`config.mk`:
```
export PLATFORM = sky130hd
export DESIGN_NAME = clamp_neuron
export DESIGN_NICKNAME = d
export VERILOG_FILES = /design/src/rtl/clamp_neuron.sv
export SDC_FILE = /design/constraint.sdc
export NUM_CORES = 1
export LEC_CHECK = 0
export BUFFER_PORTS_ARGS = -buffer_cell sky130_fd_sc_hd__buf_2
export CAP_MARGIN = 20
export CORE_MARGIN = 2
export CORE_UTILIZATION = 54
export DETAILED_ROUTE_END_ITERATION = 12
export GPL_TIMING_DRIVEN = 0
export PLACE_DENSITY = 0.82
export SETUP_SLACK_MARGIN = 0.2
export SLEW_MARGIN = 5
export SYNTH_ARGS = -nofsm -noshare
export SYNTH_HDL_FRONTEND = slang
export SYNTH_SLANG_ARGS = --single-unit
```
`constraint.sdc`:
```
create_clock -name clk -period 6.95 [get_ports clk]
set_input_delay 1.39 -clock clk [delete_from_list [all_inputs] [get_ports clk]]
set_output_delay 1.39 -clock clk [all_outputs]
set_load 0.03 [all_outputs]
```
`src/rtl/clamp_neuron.sv`:
```
module clamp_neuron #(
  parameter int DEPTH  = 16,
  parameter int DATA_W = 8
) (
  input  logic                    clk,
  input  logic                    rst_n,
  input  logic                    in_valid,
  input  logic                    in_last,
  input  logic signed [DATA_W-1:0] in_x,
  input  logic signed [DATA_W-1:0] in_w,
  input  logic signed [DATA_W-1:0] in_n,
  input  logic signed [DATA_W-1:0] in_bias,
  output logic                    out_valid,
  output logic signed [DATA_W+$clog2(2*DEPTH+1)-1:0] out_y
);
  localparam int SHIFT = $clog2(DEPTH) / 2;
  localparam int ACC_W = DATA_W + $clog2(2*DEPTH+1);
  localparam logic [DATA_W-1:0] MOST_NEG = {1'b1, {(DATA_W-1){1'b0}}};
  localparam logic [DATA_W-1:0] MAX_MAG  = {1'b0, {(DATA_W-1){1'b1}}};

  function automatic logic [DATA_W-1:0] mag(input logic [DATA_W-1:0] v);
    if (v == MOST_NEG) return MAX_MAG;
    return v[DATA_W-1] ? (~v + 1'b1) : v;
  endfunction

  function automatic logic signed [ACC_W-1:0] clamp(input logic [DATA_W-1:0] x,
                                                    input logic [DATA_W-1:0] p);
    logic [DATA_W-1:0] mx, mp, m;
    logic signed [ACC_W-1:0] e;
    mx = mag(x);
    mp = mag(p);
    m  = (mx < mp) ? mx : mp;
    e  = $signed({{(ACC_W-DATA_W){1'b0}}, m});
    return x[DATA_W-1] ? -e : e;
  endfunction

  logic                    first_q;
  logic signed [ACC_W-1:0] acc_q;
  logic signed [ACC_W-1:0] bias_ext, chan_t, leak_t, acc_next;

  assign bias_ext = {{(ACC_W-DATA_W){in_bias[DATA_W-1]}}, in_bias};
  assign chan_t   = clamp(in_x, in_w);
  assign leak_t   = clamp(in_x, in_n);
  assign acc_next = (first_q ? bias_ext : acc_q) + chan_t + leak_t;

  always_ff @(posedge clk) begin
    if (!rst_n) begin
      first_q   <= 1'b1;
      acc_q     <= '0;
      out_valid <= 1'b0;
      out_y     <= '0;
    end else begin
      out_valid <= in_valid && in_last;
      if (in_valid) begin
        acc_q   <= acc_next;
        first_q <= in_last;
        if (in_last) out_y <= acc_next >>> SHIFT;
      end
    end
  end
endmodule

```
==> results.ini <==
[status]
status = finished, violations left
violations = setup timing

[sta]
rsz0062_at_grt = yes
fin_setup_tns_ps = -97.29
setup_viol = 3
drv_slew = 0
final.min_clock_period_ps = 7017
fin_ws_ps = -66.78
tightest_slew_ps = 726.3
min_period_over_period_pct = 101.0
clock_skew_ps = 3.386
max_freq_mhz = 142.5
report.final.hold_viol_count = 0
slew_headroom_pct = 51.58

[worst_setup_path]
cp_max_fo = 9
arrival_ps = 7220
cpPeakStageDelay_ps = 440
timing.rr.end = out_y[11]
critPathLaunchType = input port
path_class = input port to flip-flop
rr_worst_depth = 15
end_kind = flip-flop
r2r-start = first_q
cp.required_ps = 7160
crit_top_cell = a21oi_2
rrSetupSlack_ps = 2870
slowest_stage = fa_1

[global_route]
grt_max_degree = 16
grt_antenna_before_repair = 0
grt_pass1_wl_um = 16390
overflow = 0
grt_usage_pct = 26.69
grt_pass1_vias = 3620

[synthesis]
syn_inst = 486
synth_compound_area_share_pct = 21.66
ys_seq_elements = 28
avgSynthCellArea_um2 = 7.680
synth_fa_ha_area_share_pct = 17.57
ys_warn_count = 0
synth-simple-area-share_pct = 23.90
synth_ff_type = dfxtp_1
synth.yosys.seq_area_share_pct = 15.02
ys_types = 65
synth_xor_area_share_pct = 6.235
synth_top_family_by_area = simple AND/OR/NAND/NOR gates
synth_nets = 566
synth_top_area_share_pct = 15.02
synthArstFlopShare_pct = 0
syn-cell-area_um2 = 3732
synthTopCellsByCount = nand2_1 (51), inv_1 (48), o21ai_0 (35)
synth_mux_area_share_pct = 8.079
synth_area_leaders = dfxtp_1 (15%), ha_1 (10%), fa_1 (7.5%)
yosysTopAreaCell = dfxtp_1
synth-edff-count = 0
yosys.cell_count.top_type = nand2_1

[power]
internal-power_uw = 766.9
p_sw_uw = 686.9
p_comb_share_pct = 77.1
power_mw = 1.454
p_sw_share_pct = 47.25
power.leakage_nw = 2.236
power_frac_clock_pct = 6.9
seq_power_share_pct = 16.0
p_per_area_nw_per_um2 = 294.4
ir_drop_v = 0.0002020

[die]
ios = 51
core_area_um2 = 6756
fp.dieArea_um2 = 7593
rows = 30
fp.dieH_um = 87.14
die_width_um = 87.14
initial_core_util_pct = 55.24

[finish]
layout-drive-gt1-share_pct = 32.98
fin_nets = 654
fin_util_pct = 73.09
diodes = 0
fin_area_um2 = 4938
synthToLayoutAreaGrowth_pct = 32.32

[placement]
place_ws_ps = -741.7
place.gp.congestion = 0.9120
port_buffers = 49
dp_hpwl_um = 7427
placed_cell_area_um2 = 4118

[routing]
postRouteWirelength_um = 11830
ant_nets = 0
drt_iter0_drc = 468
avgViaCountPerCell = 6.309
drc_errors = 0
vias = 4120
dr.pass1.iters = 6
routedWlPerCell_um = 18.11

[cts]
htreeDepth = 1
tritoncts = built
clock_latency_ps = 280
cts_sinks = 28
clock-root-buffer = clkbuf_8
cts-buffers-inserted = 3
clockBufferDepth = 2
clkTransAtPathRegs_ps = 90

[hold_path]
min_path_type = flip-flop to flip-flop
min_to = out_y[4]
hold_start = out_y[4]
hold_depth = 2

[job]
maxCapViolations = 0

repair_timing:
action	CTS	global route
setup endpoints to repair	18	16
pin swaps	11	37
gates cloned	0	1
setup buffers	11	22
gates resized for setup	35	93
hold buffers	0	0
state kept, by name (all words and copies together) (netlist names):
register	cells
first_q	1
out_valid	1
out_y	12
acc_q	14
worst max-delay path by stage:
stage	startpoint	depth (start not counted)	end	slack (ps)
after floorplan	in_x[0]	29	out_y[11]	210
after global placement	in_x[0]	30	out_y[11]	-680
after detailed placement	in_x[0]	30	out_y[11]	-740
after CTS	in_n[0]	30	out_y[11]	180
after global routing	in_w[1]	30	out_y[11]	-240
final	in_w[1]	30	out_y[11]	-70
metal layers:
metal / vias to the layer above / track usage, % / share of wire (%)
met1: 1908 / 35.85 / 39
met3: 70 / 3.318 / 8.9
met5: - / 0 / 0
met4: 0 / 3.636 / 4.0
met2: 263 / 47.05 / 48
li1: 1879 / - / -
power by group through the flow:
stage | Combinational [mW] | Sequential (mW) | Clock (mW)
after floorplan | 0.606 | 0.276 | 0
after global placement | 0.809 | 0.234 | 0
after detailed placement | 0.837 | 0.236 | 0
after CTS | 0.928 | 0.232 | 0.101
after global routing | 1.21 | 0.237 | 0.105
final | 1.12 | 0.232 | 0.101
stage by stage:
step / hold WS [ps] / instances
finish: 471.1 / 653
detailed placement: 462.2 / 615
global route: 499.6 / 653
CTS: 475.7 / 630
floorplan: 452.0 / 486
global placement: 453.4 / 615
critical path: cells and delay by family:
family | cells | cell delay (ps)
compound gates | 11 | 2240
xor+xnor | 1 | 250
simple gates | 6 | 770
fa+ha+maj | 6 | 1890
buf+inv | 6 | 680
cells by family (layout without fill, tap and decap cells):
kind of cell,after synthesis,count (layout)
compound gates,122,122
xor+xnor,25,25
fa+ha+maj,44,44
buf+inv,70,157
flops,28,28
mux,28,28
simple gates,169,169
layout make-up:
| type | count | area [µm²] |
|---|---|---|
| Sequential cell | 28 | 560.5 |
| Inverter | 49 | 203.9 |
| Buffer | 21 | 128.9 |
| Clock buffer | 4 | 55.05 |
| Timing Repair Buffer | 83 | 533.0 |
| Tap cell | 80 | 100.1 |
| Fill cell | 456 | 1818 |
| Multi-Input combinational cell | 388 | 3357 |
cell usage in the layout, fill, tap and decap left out, types with 4 or more instances in the layout:
master,n
a21boi_0,5
nor2_1,22
xnor2_1,13
nor2b_1,7
fa_1,13
inv_1,42
nor2_2,4
o21ai_1,4
dfxtp_1,28
buf_4,34
buf_6,4
buf_2,47
o21ai_0,25
and2_1,14
a21o_1,6
nand4b_1,4
nor3_1,8
a21oi_1,19
o21a_1,4
o21ai_2,6
nand3_1,15
ha_4,6
o211ai_1,6
ha_1,23
a21oi_2,9
inv_2,4
xor2_1,7
nand2b_1,8
clkbuf_8,5
o211a_1,4
clkbuf_1,11
mux2i_1,22
nand2_1,48
Note: power is estimated with default switching activity, not from simulation.
